### config.mk
export PLATFORM = sky130hd
export DESIGN_NAME = gpio_irq_ctrl
export DESIGN_NICKNAME = d
export VERILOG_FILES = /design/src/rtl/gpio_irq_pkg.sv /design/src/rtl/gpio_irq_sync.sv /design/src/rtl/gpio_irq_edge.sv /design/src/rtl/gpio_irq_ctrl.sv
export SDC_FILE = /design/constraint.sdc
export NUM_CORES = 1
export LEC_CHECK = 0
export CAP_MARGIN = 10
export CORE_MARGIN = 4
export CORE_UTILIZATION = 35
export CTS_CLUSTER_SIZE = 24
export DETAILED_ROUTE_END_ITERATION = 6
export SLEW_MARGIN = 20
export SYNTH_ARGS = -nofsm -noshare
export SYNTH_HDL_FRONTEND = slang
export SYNTH_SLANG_ARGS = --single-unit
### constraint.sdc
create_clock -name clk -period 1.7 [get_ports clk]
set_clock_uncertainty 0.1 [all_clocks]
set_input_delay 0.34 -clock clk [delete_from_list [all_inputs] [get_ports clk]]
set_output_delay 0.34 -clock clk [all_outputs]
set_load 0.05 [all_outputs]
### src/rtl/gpio_irq_pkg.sv
package gpio_irq_pkg;
    localparam int AW = 8;
    localparam int DW = 32;

    localparam logic [AW-1:0] OFS_STAT      = 8'h00;
    localparam logic [AW-1:0] OFS_IRQ_EN    = 8'h04;
    localparam logic [AW-1:0] OFS_PIN_IN    = 8'h40;
    localparam logic [AW-1:0] OFS_PIN_OUT   = 8'h44;
    localparam logic [AW-1:0] OFS_PIN_OE    = 8'h48;
    localparam logic [AW-1:0] OFS_LVL_INV   = 8'h50;
    localparam logic [AW-1:0] OFS_LVL_EN    = 8'h54;
    localparam logic [AW-1:0] OFS_EDGE_FLAG = 8'h58;
    localparam logic [AW-1:0] OFS_EDGE_EN   = 8'h5C;
    localparam logic [AW-1:0] OFS_EDGE_FALL = 8'h64;

    function automatic logic addr_known(input logic [AW-1:0] a);
        case (a)
            OFS_STAT, OFS_IRQ_EN, OFS_PIN_IN, OFS_PIN_OUT, OFS_PIN_OE,
            OFS_LVL_INV, OFS_LVL_EN, OFS_EDGE_FLAG, OFS_EDGE_EN,
            OFS_EDGE_FALL: return 1'b1;
            default:       return 1'b0;
        endcase
    endfunction
endpackage

### src/rtl/gpio_irq_sync.sv
module gpio_irq_sync #(
    parameter int NPIN = 16
) (
    input  logic            clk,
    input  logic            rst_n,
    input  logic [NPIN-1:0] pad_i,
    output logic [NPIN-1:0] pin_o,
    output logic [NPIN-1:0] prev_o
);
    typedef struct packed {
        logic [NPIN-1:0] s1;
        logic [NPIN-1:0] s2;
        logic [NPIN-1:0] prev;
    } sync_t;

    sync_t sync_d, sync_q;

    always_comb begin
        sync_d.s1   = pad_i;
        sync_d.s2   = sync_q.s1;
        sync_d.prev = sync_q.s2;
    end

    always_ff @(posedge clk or negedge rst_n) begin
        if (!rst_n) sync_q <= '0;
        else        sync_q <= sync_d;
    end

    assign pin_o  = sync_q.s2;
    assign prev_o = sync_q.prev;
endmodule

### src/rtl/gpio_irq_edge.sv
module gpio_irq_edge #(
    parameter int NPIN = 16
) (
    input  logic            clk,
    input  logic            rst_n,
    input  logic [NPIN-1:0] pin_i,
    input  logic [NPIN-1:0] prev_i,
    input  logic [NPIN-1:0] fall_i,
    input  logic [NPIN-1:0] clr_i,
    output logic [NPIN-1:0] flag_o
);
    logic [NPIN-1:0] hit;
    logic [NPIN-1:0] flag_d, flag_q;

    for (genvar i = 0; i < NPIN; i++) begin : g_det
        always_comb begin
            if (fall_i[i]) hit[i] = prev_i[i] & ~pin_i[i];
            else           hit[i] = pin_i[i] & ~prev_i[i];
        end
    end

    // a fresh edge overrides a clear in the same cycle
    always_comb flag_d = (flag_q & ~clr_i) | hit;

    always_ff @(posedge clk or negedge rst_n) begin
        if (!rst_n) flag_q <= '0;
        else        flag_q <= flag_d;
    end

    assign flag_o = flag_q;
endmodule

### src/rtl/gpio_irq_ctrl.sv
module gpio_irq_ctrl
    import gpio_irq_pkg::*;
#(
    parameter int NPIN = 16
) (
    input  logic            clk,
    input  logic            rst_n,
    input  logic [AW-1:0]   bus_addr,
    input  logic            bus_we,
    input  logic [DW-1:0]   bus_wdata,
    output logic [DW-1:0]   bus_rdata,
    input  logic [NPIN-1:0] pad_in,
    output logic [NPIN-1:0] pad_out,
    output logic [NPIN-1:0] pad_oe,
    output logic            irq
);
    typedef struct packed {
        logic [NPIN-1:0] dout;
        logic [NPIN-1:0] oe;
        logic [NPIN-1:0] lvl_inv;
        logic [NPIN-1:0] lvl_en;
        logic [NPIN-1:0] edge_en;
        logic [NPIN-1:0] edge_fall;
        logic            irq_en;
        logic            irq;
        logic [DW-1:0]   rdata;
    } regs_t;

    regs_t r_d, r_q;

    logic [NPIN-1:0] pin_w, prev_w, flag_w, clr_w;
    logic [NPIN-1:0] lvl_term, edge_term;
    logic            any_pend;
    logic            wdata_unused;

    assign wdata_unused = ^bus_wdata;

    gpio_irq_sync #(.NPIN(NPIN)) u_sync (
        .clk    (clk),
        .rst_n  (rst_n),
        .pad_i  (pad_in),
        .pin_o  (pin_w),
        .prev_o (prev_w)
    );

    gpio_irq_edge #(.NPIN(NPIN)) u_edge (
        .clk    (clk),
        .rst_n  (rst_n),
        .pin_i  (pin_w),
        .prev_i (prev_w),
        .fall_i (r_q.edge_fall),
        .clr_i  (clr_w),
        .flag_o (flag_w)
    );

    always_comb begin
        clr_w = (bus_we && bus_addr == OFS_EDGE_FLAG) ? bus_wdata[NPIN-1:0] : '0;
        lvl_term  = (pin_w ^ r_q.lvl_inv) & r_q.lvl_en;
        edge_term = flag_w & r_q.edge_en;
        any_pend  = |(lvl_term | edge_term);
    end

    always_comb begin
        r_d = r_q;
        if (bus_we) begin
            case (bus_addr)
                OFS_IRQ_EN:    r_d.irq_en    = bus_wdata[0];
                OFS_PIN_OUT:   r_d.dout      = bus_wdata[NPIN-1:0];
                OFS_PIN_OE:    r_d.oe        = bus_wdata[NPIN-1:0];
                OFS_LVL_INV:   r_d.lvl_inv   = bus_wdata[NPIN-1:0];
                OFS_LVL_EN:    r_d.lvl_en    = bus_wdata[NPIN-1:0];
                OFS_EDGE_EN:   r_d.edge_en   = bus_wdata[NPIN-1:0];
                OFS_EDGE_FALL: r_d.edge_fall = bus_wdata[NPIN-1:0];
                default: ;
            endcase
        end
        r_d.irq = any_pend & r_q.irq_en;

        r_d.rdata = '0;
        case (bus_addr)
            OFS_STAT:      r_d.rdata[0]      = any_pend;
            OFS_IRQ_EN:    r_d.rdata[0]      = r_q.irq_en;
            OFS_PIN_IN:    r_d.rdata[NPIN-1:0] = pin_w;
            OFS_PIN_OUT:   r_d.rdata[NPIN-1:0] = r_q.dout;
            OFS_PIN_OE:    r_d.rdata[NPIN-1:0] = r_q.oe;
            OFS_LVL_INV:   r_d.rdata[NPIN-1:0] = r_q.lvl_inv;
            OFS_LVL_EN:    r_d.rdata[NPIN-1:0] = r_q.lvl_en;
            OFS_EDGE_FLAG: r_d.rdata[NPIN-1:0] = flag_w;
            OFS_EDGE_EN:   r_d.rdata[NPIN-1:0] = r_q.edge_en;
            OFS_EDGE_FALL: r_d.rdata[NPIN-1:0] = r_q.edge_fall;
            default: ;
        endcase
    end

    always_ff @(posedge clk or negedge rst_n) begin
        if (!rst_n) r_q <= '0;
        else        r_q <= r_d;
    end

    assign bus_rdata = r_q.rdata;
    assign pad_oe    = r_q.oe;
    assign pad_out   = r_q.dout & r_q.oe;
    assign irq       = r_q.irq;
endmodule

; ---- Yosys cells after proc, flatten, opt, wreduce, memory -nomap -nowiden
; Index checks and enable logic that the tools add are counted.
[totals]
register_bits = 178
inputBits = 59
[op_classes]
n_eq_ne = 9
muxes = 19
bitwise = 73
reduce_logical = 10
[op_table]
columns = op, count
row1 = $pmux W15 S8, 1
row2 = $and A16 B16 Y16, 4
row3 = $eq A8 B7 Y1 const B, 8
row4 = $and A1 B1 Y1, 33
row5 = $not A1 Y1, 32
row6 = $or A16 B16 Y16, 2
row7 = $mux W1, 16
row8 = $mux W16, 1
row9 = $not A16 Y16, 1
row10 = $reduce_or A16 Y1, 1
row11 = $xor A16 B16 Y16, 1
row12 = $reduce_and A2 Y1, 7
row13 = $pmux W1 S10, 1
row14 = $eq A8 B3 Y1 const B, 1
row15 = $logic_not A8 Y1, 1
row16 = $logic_and A1 B1 Y1, 1

; ---- Logic depth before layout (Yosys ltp)
[logic_depth]
word_depth = 6
ltp_mapped = 8

; ---- Hierarchy
; A second synthesis with hierarchy kept.
[unflattened]
cells_unflattened = 622
hier_area_um2 = 8187.9
[by_module_without_submodules]
columns = module, n_inst, cells_per_inst, area_each_um2, seq_area_each_um2
row1 = gpio_irq_ctrl, 1, 478, 6064.6, 2852.7
row2 = gpio_irq_sync, 1, 64, 1321.3, 1201.2
row3 = gpio_irq_edge, 1, 80, 802.0, 400.4

; ---- Worst setup path before layout
; OpenSTA, ideal clock, no wires.
[synth_path]
kind = input port to flip-flop
startpoint = input port bus_addr[4]
endpoint = register r_q, in the netlist pad_oe[10]
setup_time_ns = 0.125
t_arrival_ns = 1.818
setup_slack_ns = -0.343
path_stages = 6
path_buffers = 2
path_cell_list = buf_6 > or4b_4 > nor3_4 > nand2_4 > buf_6 > mux2_4
[synth_via]
elab_chain_cells = 2
[synth_lines]
columns = element, line_no
row1 = start: declaration, gpio_irq_ctrl.sv:8  ; input logic [AW-1:0] bus_addr,
row2 = $eq A8 B7 Y1, gpio_irq_ctrl.sv:66  ; case (bus_addr)
row3 = $reduce_and A2 Y1 (no source line), n/a
row4 = end signal: assignment, gpio_irq_ctrl.sv:97  ; else r_q <= r_d;
row5 = end: declaration, gpio_irq_ctrl.sv:29  ; regs_t r_d, r_q;
; Every way passes these cells.
; A chain may end at the register's enable or synchronous reset.

==> run_results.csv <==
group,metric,value,unit
synth,synth_cells,605,
global_route,grt_pass1_vias,5968,
floorplan,die_w,157,um
synth,synth_flop_cell,"dfrtp_1",
sta,finalMaxSlewViolations,0,
layout,multi_input_area,3080,sq um
pwr,p_sw_share,26.0,%
floorplan,dieArea,24800,sq um
setup_path,setup.worst_path.start,"r_q[60]",
setup_path,r2r_slack,-0.14,ns
clock_tree,insertion_delay,0.44,ns
layout,num-fill-cells,1925,
pwr,power.density,886,nW/um^2
global_route,track_usage,18.3,%
synth,synth_edf_count,0,
clock_tree,clockRootBuffer,"clkbuf_16",
floorplan,rows,54,
synth,ys_top_cells_by_area,"dfrtp_1, mux2_2, buf_4",
layout,antenna_cells,0,
synth,yosys_warnings,0,
clock_tree,cts_sinks,178,
global_route,grt_max_degree,38,
sta,fmax,544,MHz
flow_run,cap_violations,0,
sta,finalSetupViolations,2,
setup_path,worstSetupEndpointType,"flop",
layout,drive_gt1_share,43.8,%
global_route,grt.overflow.total,0,
setup_path,cp_cell_sequence,"a22o_1, a221oi_2, nand4_1, nor4_2, buf_4, o211ai_1",
sta,finalHoldViolCount,0,
setup_path,cp_num_buf_inv,1,
global_route,grt_pass1_wl,34.4,mm
setup_path,start_kind,"flop",
sta,layout_setup_ws,-0.140,ns
layout,final_util,49.6,%
pwr,pwr-share-clk,41.8,%
synth,synth_top_area_share,57.0,%
layout,nets,829,
pwr,p_sw,0.00250,W
synth,ys_seq_elements,178,
floorplan,die_y,157,um
setup_path,crit_fanout,2,
min_path,hold_class,"input pin to flop",
pwr,pwr-share-comb,10.8,%
clock_tree,cts_tree,"built",
sta,rsz0062_at_grt,"true",
detailed_routing,route.detailed.drc,0,
clock_tree,cts_max_level,4,
synth,async_flop_share,100,%
setup_path,reg2reg_from,"r_q[60]",
pwr,power.share.sequential,47.4,%
layout,syn2layout_area_growth,39.1,%
global_route,antenna_found_initial,0,
pwr,internal_power,0.00712,W
detailed_routing,via_per_inst,5.29,
detailed_routing,drt-total-wl,21.9,mm
place,gp_congestion,0.851,
floorplan,start_util,35.7,%
setup_path,crit_type,"flop to flop",
run_status,status,"finished with violations",
synth,synthesis.area,7810,sq um
layout,regArea,4470,sq um
synth,postSynthAreaPerCell,12.9,sq um
synth,synth_common_cells,"dfrtp_1, mux2_2, nand2_1",
pwr,ir_drop,0.689,mV
synth,yosysSeqAreaShare,57.0,%
setup_path,slowest_delay,0.41,ns
place,post-dp-hpwl,15.1,mm
synth,synth_area_leader_cell,"dfrtp_1",
setup_path,cp.arrival,2.02,ns
detailed_routing,wl_per_cell,20.6,um
clock_tree,cts.path.max_buffers,2,
setup_path,required,1.88,ns
min_path,hp-start,"pad_in[11]",
detailed_routing,first_pass_iters,6,
floorplan,io_pins,124,
synth,yosysUniqueCellTypes,40,
pwr,p_leak,5.07,nW
floorplan,core,21900,sq um
sta,layout_min_cycle_time,1.84,ns
place,port_buffers,91,
detailed_routing,ant_nets,0,
sta,finalCritPeriodShare,108,%
sta,fin_tns_setup,-0.262,ns
setup_path,cp_slowest_cell,"dfrtp_1",
run_status,violations,"negative setup slack",
detailed_routing,num_vias,5623,
clock_tree,cts_buffers,17,
setup_path,path_delay_family,"compound AO/OA/AOI/OAI gates",
detailed_routing,first_iter_violations,468,
clock_tree,cts.clk_slew.worst_paths,0.07,ns
synth,synth_most_common_cell,"dfrtp_1",
flip-flops by register name, summed over array words and instances, names as in the netlist:
signal and cells:
u_sync.pin_o 16, u_edge.flag_o 16, u_sync.prev_o 16, pad_oe 16, bus_rdata 16, r_q 81, irq 1, u_sync.sync_d 16
cells in the final DEF (no fill, tap or decap), types with 3 or more instances in the layout:
cell | netlist | layout
dfrtp_1 | 178 | 162
buf_4 | 52 | 90
mux2_2 | 95 | 78
nand2_1 | 68 | 67
buf_12 | 0 | 60
clkdlybuf4s50_1 | 0 | 33
a22oi_1 | 34 | 31
mux2_4 | 10 | 27
o211ai_1 | 23 | 23
nor2_1 | 21 | 20
a222oi_1 | 20 | 20
clkbuf_16 | 0 | 17
xor2_1 | 16 | 16
and2_1 | 16 | 16
conb_1 | 1 | 16
dfrtp_2 | 0 | 16
nand3_1 | 9 | 9
inv_6 | 0 | 9
buf_6 | 2 | 5
nor3_4 | 3 | 4
mux2i_1 | 4 | 4
nand4_1 | 4 | 4
buf_2 | 10 | 4
nor3_2 | 3 | 3
a22o_1 | 3 | 3
a22oi_2 | 0 | 3
nand2_2 | 3 | 3
worst reg2reg max path, delay by kind of cell, from the launching register on:
| kind | cells | cell delay (ns) |
|---|---|---|
| AOI/OAI and AO/OA | 3 | 0.57 |
| buffers and inverters | 1 | 0.17 |
| DFF | 1 | 0.41 |
| and+or+nand+nor | 2 | 0.45 |
path summary, 6_finish.rpt:
path | end | cells past startpoint
worst min register to register | u_sync.pin_o[3] | 0
worst max register to register | bus_rdata[0] | 6
worst max-delay path | bus_rdata[0] | 6
worst min-delay path | u_sync.sync_d[27] | 1
max in group asynchronous | pad_oe[7] | 3
min in group asynchronous | u_sync.sync_d[29] | 2
area by class of cell:
type | count | area share (%)
clock buffer | 17 | 3.91
tap | 280 | 3.22
timing repair buffer | 199 | 21.8
clock inverter | 15 | 1.57
sequential | 178 | 41.2
multi-input combinational | 373 | 28.3
inverter | 1 | 0.0345
logic make-up after synthesis:
group,count (synthesis),share of synthesized area [%]
simple gates,144,9.63
xor+xnor,16,1.79
other cells,1,0.0480
compound gates,88,9.21
buf+inv,69,6.17
mux,109,16.1
flops,178,57.0
metal layers:
metal  GRT usage, %  routed length, um
met3           4.15               1580
met2           29.1              10600
met1           25.2               9340
met5              0                  0
met4           5.74                384
metrics by stage:
step | setup WS, ns | hold slack, ns | total power (W) | area, sq um | std cells
after detailed placement | -0.734 | 0.196 | 0.00562 | 10000 | 1013
final | -0.140 | 0.241 | 0.00963 | 10900 | 1063
after floorplan | -0.341 | -0.0556 | 0.00508 | 8000 | 620
after global routing | -0.175 | 0.219 | 0.00998 | 10900 | 1063
after global placement | -0.695 | 0.191 | 0.00559 | 10000 | 1013
after CTS | -0.141 | 0.222 | 0.00966 | 10800 | 1052
power groups by stage:
stage | clock network [W] | registers, W | logic (W)
global route | 0.00428 | 0.00458 | 0.00111
floorplan | 0 | 0.00459 | 0.000491
detailed placement | 0 | 0.00464 | 0.000978
CTS | 0.00410 | 0.00456 | 0.00100
finish | 0.00403 | 0.00456 | 0.00104
global placement | 0 | 0.00463 | 0.000957
what timing repair did:
item                                    in CTS  in global routing
endpoints found under the hold margin       31                  0
pin swaps                                   13                  7
hold buffers                                 1                  0
buffers inserted                             5                 12
cloned                                       1                  0
endpoints found under the setup margin     143                 86
gates resized for setup                     50                 12
Note: power is estimated with default switching activity, not from simulation.
